## config.mk

```make
export PLATFORM = sky130hd
export DESIGN_NAME = shared_slot_arbiter
export DESIGN_NICKNAME = d
export VERILOG_FILES = /design/src/rtl/ssa_pkg.sv /design/src/rtl/ssa_policy_bank.sv /design/src/rtl/ssa_pool_pick.sv /design/src/rtl/shared_slot_arbiter.sv
export SDC_FILE = /design/constraint.sdc
export NUM_CORES = 1
export LEC_CHECK = 0
export BUFFER_PORTS_ARGS = -buffer_cell sky130_fd_sc_hd__buf_4
export CORE_MARGIN = 2
export CORE_UTILIZATION = 40
export DETAILED_ROUTE_END_ITERATION = 10
export SYNTH_ARGS = -nofsm -noshare
export SYNTH_HDL_FRONTEND = slang
export SYNTH_SLANG_ARGS = --single-unit
```

## constraint.sdc

```tcl
create_clock -name clk -period 5.5 [get_ports clk]
set_clock_uncertainty 0.2 [all_clocks]
set_input_delay 0.55 -clock clk [delete_from_list [all_inputs] [get_ports clk]]
set_output_delay 0.55 -clock clk [all_outputs]
set_load 0.02 [all_outputs]
```

## src/rtl/ssa_pkg.sv

```systemverilog
package ssa_pkg;
    localparam int unsigned CORE_W = 3;
    localparam int unsigned NCORES = 1 << CORE_W;
    localparam int unsigned CODE_W = 3;
    localparam int unsigned POL_W  = CODE_W + CORE_W;

    typedef logic [CORE_W-1:0] core_id_t;

    // code[2]: partner first, code[1]: named second place, code[0]: borrow any
    typedef struct packed {
        logic [CODE_W-1:0] code;
        core_id_t          partner;
    } slot_pol_t;

    typedef enum logic [1:0] {
        TIER_NONE,
        TIER_FIRST,
        TIER_SECOND,
        TIER_POOL
    } tier_e;

    typedef struct packed {
        tier_e    tier;
        core_id_t winner;
    } arb_pick_t;

    function automatic logic pol_partner_first(slot_pol_t p);
        return p.code[2];
    endfunction

    function automatic logic pol_has_second(slot_pol_t p);
        return p.code[2] ^ p.code[1];
    endfunction

    function automatic logic pol_borrow_any(slot_pol_t p);
        return p.code[0];
    endfunction

    function automatic slot_pol_t pol_reset(core_id_t self);
        slot_pol_t p;
        p.code    = '0;
        p.partner = self;
        return p;
    endfunction
endpackage

```

## src/rtl/ssa_policy_bank.sv

```systemverilog
module ssa_policy_bank
    import ssa_pkg::*;
(
    input  logic                    clk,
    input  logic                    rst,
    input  logic [NCORES-1:0]       we,
    input  logic [NCORES*POL_W-1:0] wdata,
    output slot_pol_t               pol [NCORES]
);
    for (genvar i = 0; i < NCORES; i++) begin : g_core
        slot_pol_t pol_q;
        always_ff @(posedge clk) begin
            if (rst) begin
                pol_q <= pol_reset(core_id_t'(i));
            end else if (we[i]) begin
                pol_q <= slot_pol_t'(wdata[i*POL_W +: POL_W]);
            end
        end
        assign pol[i] = pol_q;
    end
endmodule

```

## src/rtl/ssa_pool_pick.sv

```systemverilog
module ssa_pool_pick
    import ssa_pkg::*;
(
    input  core_id_t          owner,
    input  core_id_t          owner_partner,
    input  logic [NCORES-1:0] req,
    input  logic [NCORES-1:0] borrow_any,
    output logic              found,
    output core_id_t          pick
);
    core_id_t id;
    logic     ok;

    always_comb begin
        found = 1'b0;
        pick  = '0;
        id    = '0;
        ok    = 1'b0;
        // offsets 1..NCORES; the last one wraps back to the owner
        for (int k = 1; k <= NCORES; k++) begin
            id = owner + core_id_t'(k);
            ok = req[id] && ((id == owner) || borrow_any[id] || (owner_partner == id));
            if (ok && !found) begin
                found = 1'b1;
                pick  = id;
            end
        end
    end
endmodule

```

## src/rtl/shared_slot_arbiter.sv

```systemverilog
module shared_slot_arbiter
    import ssa_pkg::*;
(
    input  logic                    clk,
    input  logic                    rst,
    input  logic [NCORES-1:0]       req,
    input  logic [CORE_W-1:0]       slot,
    input  logic [NCORES-1:0]       pol_we,
    input  logic [NCORES*POL_W-1:0] pol_wdata,
    output logic [NCORES-1:0]       grant
);
    slot_pol_t         pol [NCORES];
    slot_pol_t         own_pol;
    logic [NCORES-1:0] borrow_any;
    core_id_t          first_id;
    core_id_t          second_id;
    logic              pool_found;
    core_id_t          pool_id;
    arb_pick_t         pick;

    ssa_policy_bank u_bank (
        .clk   (clk),
        .rst   (rst),
        .we    (pol_we),
        .wdata (pol_wdata),
        .pol   (pol)
    );

    for (genvar i = 0; i < NCORES; i++) begin : g_borrow
        assign borrow_any[i] = pol_borrow_any(pol[i]);
    end

    assign own_pol   = pol[slot];
    assign first_id  = pol_partner_first(own_pol) ? own_pol.partner : slot;
    assign second_id = pol_partner_first(own_pol) ? slot : own_pol.partner;

    ssa_pool_pick u_pool (
        .owner         (slot),
        .owner_partner (own_pol.partner),
        .req           (req),
        .borrow_any    (borrow_any),
        .found         (pool_found),
        .pick          (pool_id)
    );

    always_comb begin
        pick.tier   = TIER_NONE;
        pick.winner = '0;
        if (req[first_id]) begin
            pick.tier   = TIER_FIRST;
            pick.winner = first_id;
        end else if (pol_has_second(own_pol) && req[second_id]) begin
            pick.tier   = TIER_SECOND;
            pick.winner = second_id;
        end else if (pool_found) begin
            pick.tier   = TIER_POOL;
            pick.winner = pool_id;
        end
    end

    always_comb begin
        grant = '0;
        if (pick.tier != TIER_NONE) begin
            grant[pick.winner] = 1'b1;
        end
    end
endmodule

```

After elaboration in Yosys (flattened, before gate mapping)
Cells that the tools add are included.
{ "totals": {"ff_bits": 48, "latchBits": 0, "ram_bits": 0, "rom_bits": 0, "elab_cells": 151, "n_memories": 0} }
{ "classes": {"add_sub_neg": 7, "multipliers": 0, "n_div": 0, "order_cmp": 13, "eq_ne": 14, "shifts": 0, "mux": 61, "n_bitwise": 2, "reduce_logical": 38} }
{ "ops": {"columns": ["op", "count"], "rows": [
  ["$bmux 1 s3", 17],
  ["$lt 3x4->1 const B", 11],
  ["$eq 3x3->1", 14],
  ["$mux 3", 10],
  ["$mux 1", 26],
  ["$bmux 6 s3", 1],
  ["$logic_and 1x1->1", 16],
  ["$mux 5", 3],
  ["$logic_or 1x1->1", 14],
  ["$add 3x3->3 const B", 4],
  ["$mux 6", 2],
  ["$mux 8", 1],
  ["$logic_not 1->1", 7],
  ["$add 3x2->3 const B", 2],
  ["$ge 4x4->1 const B", 1],
  ["$not 3->4", 1],
  ["$add 3x1->3 const B", 1],
  ["$demux 1 s3", 1],
  ["$ge 3x1->1 const B", 1],
  ["$reduce_bool 2->1", 1],
  ["$xor 1x1->1", 1]
]} }

Longest topological paths before layout
{ "logic_depth": {"depth_word": 37, "depth_mapped": 14, "depth_no_buf": 11} }

Hierarchy
A second synthesis with hierarchy kept.
{ "unflattened": {"cells_unflattened": 381, "area_unflattened_um2": 3901.2} }
{ "modules_own_cells": {"columns": ["module", "instances", "cells_each", "area_each_um2", "seq_area_each_um2"], "rows": [
  ["ssa_policy_bank", 1, 157, 1746.7, 960.9],
  ["ssa_pool_pick", 1, 131, 1159.9, 0.0],
  ["shared_slot_arbiter", 1, 93, 994.7, 0.0]
]} }

Worst setup path before layout
OpenSTA, ideal clock, no wires.
{ "synth_path": {"path_type": "input-to-output", "startpoint": "in slot[0]", "endpoint": "out grant[1]", "arrival_time_ps": 3743, "t_required_ps": 4750, "path_slack_ps": 1007, "stages": 14, "n_path_buf": 3, "cell_sequence": "buf_6 buf_12 inv_4 ha_1 clkbuf_1 mux4_2 nand3_1 nand2_1 a21o_2 or2_2 o31ai_1 a31oi_2 o22a_1 nor3_1"} }
{ "synth_between": {"elab_chain_cells": 37, "elab_cells_between_ends": 124, "cone_classes": "7 x add/sub; 2 x order compare; 14 x eq/ne; 61 x mux; 2 x bitwise; 38 x reduce/logical"} }
{ "synth_lines": {"columns": ["item", "line", "rtl"], "rows": [
  ["start, declared", "shared_slot_arbiter.sv:7", "input logic [CORE_W-1:0] slot,"],
  ["parallel branches: the longest is 31 deep, another holds $add 3x1->3", null, null],
  ["$mux 5 *", "shared_slot_arbiter.sv:49", "if (req[first_id]) begin"],
  ["$lt 3x4->1 (not written as such) or $ge 3x1->1 (tied branches)", "shared_slot_arbiter.sv:64", "grant[pick.winner] = 1'b1;"],
  ["$logic_and 1x1->1 (not written as such)", "shared_slot_arbiter.sv:64", null],
  ["$mux 1 (not written as such)", "shared_slot_arbiter.sv:64", null],
  ["$demux 1 s3", "shared_slot_arbiter.sv:64", null],
  ["$mux 8 *", "shared_slot_arbiter.sv:63", "if (pick.tier != TIER_NONE) begin"],
  ["end, declared", "shared_slot_arbiter.sv:10", "output logic [NCORES-1:0] grant"]
]} }
Mark *: on every way between the ends. The select of a mux whose other input is x is not followed.

Worst setup path after layout
{ "layout_path": {"startpoint": "in slot[1]", "endpoint": "out grant[1]"} }
Same word-level chain as after synthesis.

==> flow_metrics.py <==
metrics = {
    "run_status": {
        "status": "finished clean",
    },
    "synthesis": {
        "synth.largest_area_cell": "dfxtp_1",
        "synth-edff-count": 0,
        "synth_most_common_cell": "mux2i_1",
        "async_flop_share": 0,
        "syn-num-nets": 461,
        "synthTopCellsByCount": "mux2i_1 (59), nor2_1 (52), dfxtp_1 (48)",
        "synth_top_area_frac": 0.250,
        "yosysWarnings": 0,
        "ys_seq_area_frac": 0.250,
        "ys_types": 71,
        "ys_ff_latch": 48,
        "syn_area_sq_um": 3840,
        "synth_area_leaders": "dfxtp_1 (25%), mux2i_1 (15%), mux4_2 (14%)",
        "syn_inst": 390,
        "synth_flop_cell": "dfxtp_1",
        "syn_area_per_cell_sq_um": 9.86,
    },
    "sta": {
        "max_slew_margin": 0.671,
        "final_hold_viol_count": 0,
        "setup_viol": 0,
        "finalMaxSlewViolations": 0,
        "period_share": 0.879,
        "hold_ws_ns": 0.241,
        "tns_ns": 0,
        "layout_min_cycle_time_ns": 4.84,
        "worst_pin_slew_ns": 0.492,
        "timing.fmax_ghz": 0.207,
        "rsz0062_at_grt": "no",
    },
    "pwr": {
        "p_sw_frac": 0.361,
        "ir_drop_v": 0.000147,
        "leakagePower_uw": 0.00197,
        "total_power_uw": 1170,
        "p_comb_frac": 0.448,
        "powerDensity_nw_per_um2": 259,
        "clockPowerShare": 0.226,
        "intPower_uw": 751,
        "power.switching_uw": 424,
        "power_frac_seq": 0.326,
    },
    "drt": {
        "via_per_inst": 5.53,
        "dr_total_vias": 3201,
        "drc": 0,
        "ant_nets": 0,
        "drt-total-wl_mm": 9.97,
        "avgRoutedWirePerCell_microns": 17.2,
        "dr.pass1.iters": 4,
        "first_iter_violations": 179,
    },
    "floorplan": {
        "rows": 35,
        "die_area_sq_um": 10400,
        "ios": 77,
        "die_x_microns": 102,
        "die_h_microns": 102,
        "core_area_sq_um": 9280,
        "start_util": 0.414,
    },
    "grt": {
        "grt_max_degree": 49,
        "met3_usage": 0.0342,
        "grt_pass1_wl_mm": 16.4,
        "grt_overflow": 0,
        "grt_pass1_vias": 3267,
        "antenna_found_initial": 0,
        "grt_most_used_layer": "met2",
        "grt_usage": 0.201,
        "globalRouteMet1Util": 0.278,
        "grt.met2_usage": 0.338,
    },
    "cts": {
        "root_buffer": "clkbuf_8",
        "tritoncts": "done",
        "clock-sinks": 48,
        "cts_hold_buf": 0,
        "post-cts-setup-buffers": 0,
        "ctsResizeCount": 0,
        "htreeDepth": 2,
        "clockBufferDepth": 2,
        "clk_latency_ns": 0.30,
        "cts_buffers": 5,
        "cts.clk_slew.worst_paths_ns": 0.10,
    },
    "critical_path": {
        "reg2reg_slack_ns": 4.53,
        "arrival_ns": 4.09,
        "critical_path_class": "in -> out",
        "worstRegToRegCells": 2,
        "endpoint_kind": "output port",
        "startpoint_type": "primary input",
        "endpoint": "grant[1]",
        "crit_chain": "buf_4 -> inv_1 -> ha_1 -> mux4_2 -> mux2i_1 -> a31o_2 -> o32ai_1 -> nand4b_4 -> o221ai_1 -> a31oi_2 -> o22a_1 -> nor3_1 -> buf_4",
        "r2r-end": "u_bank.pol[36]",
        "worst-path-max-fanout": 25,
        "max_stage_delay_ns": 0.62,
        "critPathMostFrequentCell": "buf_4",
        "cp-startpoint": "slot[1]",
        "worst_path_max_delay_cell": "ha_1",
        "critical_path_buf_inv_count": 3,
        "crit_cells": 13,
        "path_delay_family": "compound AO/OA/AOI/OAI gates",
        "reg2reg_from": "u_bank.pol[36]",
        "crit_required_ns": 4.75,
    },
    "cells_and_area": {
        "nets": 520,
        "fin_cells": 579,
        "utilization": 0.488,
        "n_antenna_cell": 0,
        "largest_reg_flops": 48,
        "area_growth_pct": 18.0,
        "final_layout_size_suffix_gt1_frac": 0.327,
    },
    "placement": {
        "dp_hpwl_mm": 7.71,
        "place_inst": 571,
        "globalplace.congestion": 0.904,
        "io_buffers": 76,
    },
    "min_path": {
        "hold_class": "in -> reg",
    },
    "run": {
        "drv_cap": 0,
    },
}
==> final cells by class <==
| type | count | area [sq um] |
|---|---|---|
| flip-flops and latches | 48 | 961 |
| multi-input cells | 306 | 2680 |
| repair buffers | 77 | 578 |
| well taps | 129 | 161 |
| clock buffers | 5 | 68.8 |
| inverters | 11 | 43.8 |
| fillers | 905 | 4750 |
| clock inverters | 3 | 46.3 |
==> cells by family (layout without fill, tap and decap cells) <==
| kind of cell | Yosys count | count (layout) | share of synthesized area |
|---|---|---|---|
| and+or+nand+nor | 124 | 124 | 0.157 |
| AOI/OAI and AO/OA | 68 | 68 | 0.148 |
| xor gates and xnor gates | 12 | 12 | 0.0332 |
| DFF | 48 | 48 | 0.250 |
| buffers and inverters | 36 | 96 | 0.0540 |
| muxes | 100 | 100 | 0.351 |
| adders and majority gates | 2 | 2 | 0.00651 |
==> metrics by stage <==
step | worst slack [ns] | area (sq um)
after global routing | 0.381 | 4530
final | 0.664 | 4530
after global placement | 0.747 | 4420
after floorplan | 1.01 | 3840
after CTS | 0.665 | 4530
after detailed placement | 0.670 | 4420
==> worst min-delay path by stage <==
stage / to / cells past startpoint / startpoint / slack (ns)
after floorplan: u_bank.pol[13] / 2 / u_bank.pol[13] / 0.25
after detailed placement: u_bank.pol[13] / 2 / u_bank.pol[13] / 0.28
after global placement: u_bank.pol[10] / 2 / u_bank.pol[10] / 0.27
final: u_bank.pol[25] / 2 / pol_wdata[19] / 0.24
after global routing: u_bank.pol[12] / 2 / pol_wdata[30] / 0.23
after CTS: u_bank.pol[24] / 2 / pol_wdata[18] / 0.23
==> power by group through the flow <==
stage	logic, uW	registers (uW)	clock network (uW)
2_1_floorplan	389	386	0
3_3_place_gp	519	390	0
3_5_place_dp	525	391	0
4_1_cts	526	383	270
5_1_grt	575	386	285
6_report	526	383	266
==> metal layers <==
layer  vias to the layer above  share of wire
met5                         -              0
met4                         0         0.0078
met3                         9          0.051
met2                        77           0.49
met1                      1546           0.45
li1                       1569              -
==> cells in the final DEF (no fill, tap or decap), drive strengths merged, types with 3 or more instances in the layout <==
| cell | synthesis | final |
|---|---|---|
| buf | 12 | 77 |
| mux2i | 60 | 60 |
| nor2 | 52 | 52 |
| dfxtp | 48 | 48 |
| mux4 | 24 | 24 |
| nand2 | 24 | 24 |
| nor2b | 18 | 18 |
| mux2 | 16 | 16 |
| a211o | 12 | 12 |
| inv | 11 | 12 |
| a21oi | 11 | 11 |
| xnor2 | 10 | 10 |
| nor3 | 8 | 8 |
| nand3 | 6 | 6 |
| o21ai | 6 | 6 |
| clkbuf | 13 | 5 |
| a31oi | 5 | 5 |
| o221ai | 4 | 4 |
| or2 | 4 | 4 |
| o22ai | 3 | 3 |
| a31o | 3 | 3 |
| a21o | 3 | 3 |
| a22oi | 3 | 3 |
| and2 | 3 | 3 |
Note: power is estimated with default switching activity, not from simulation.
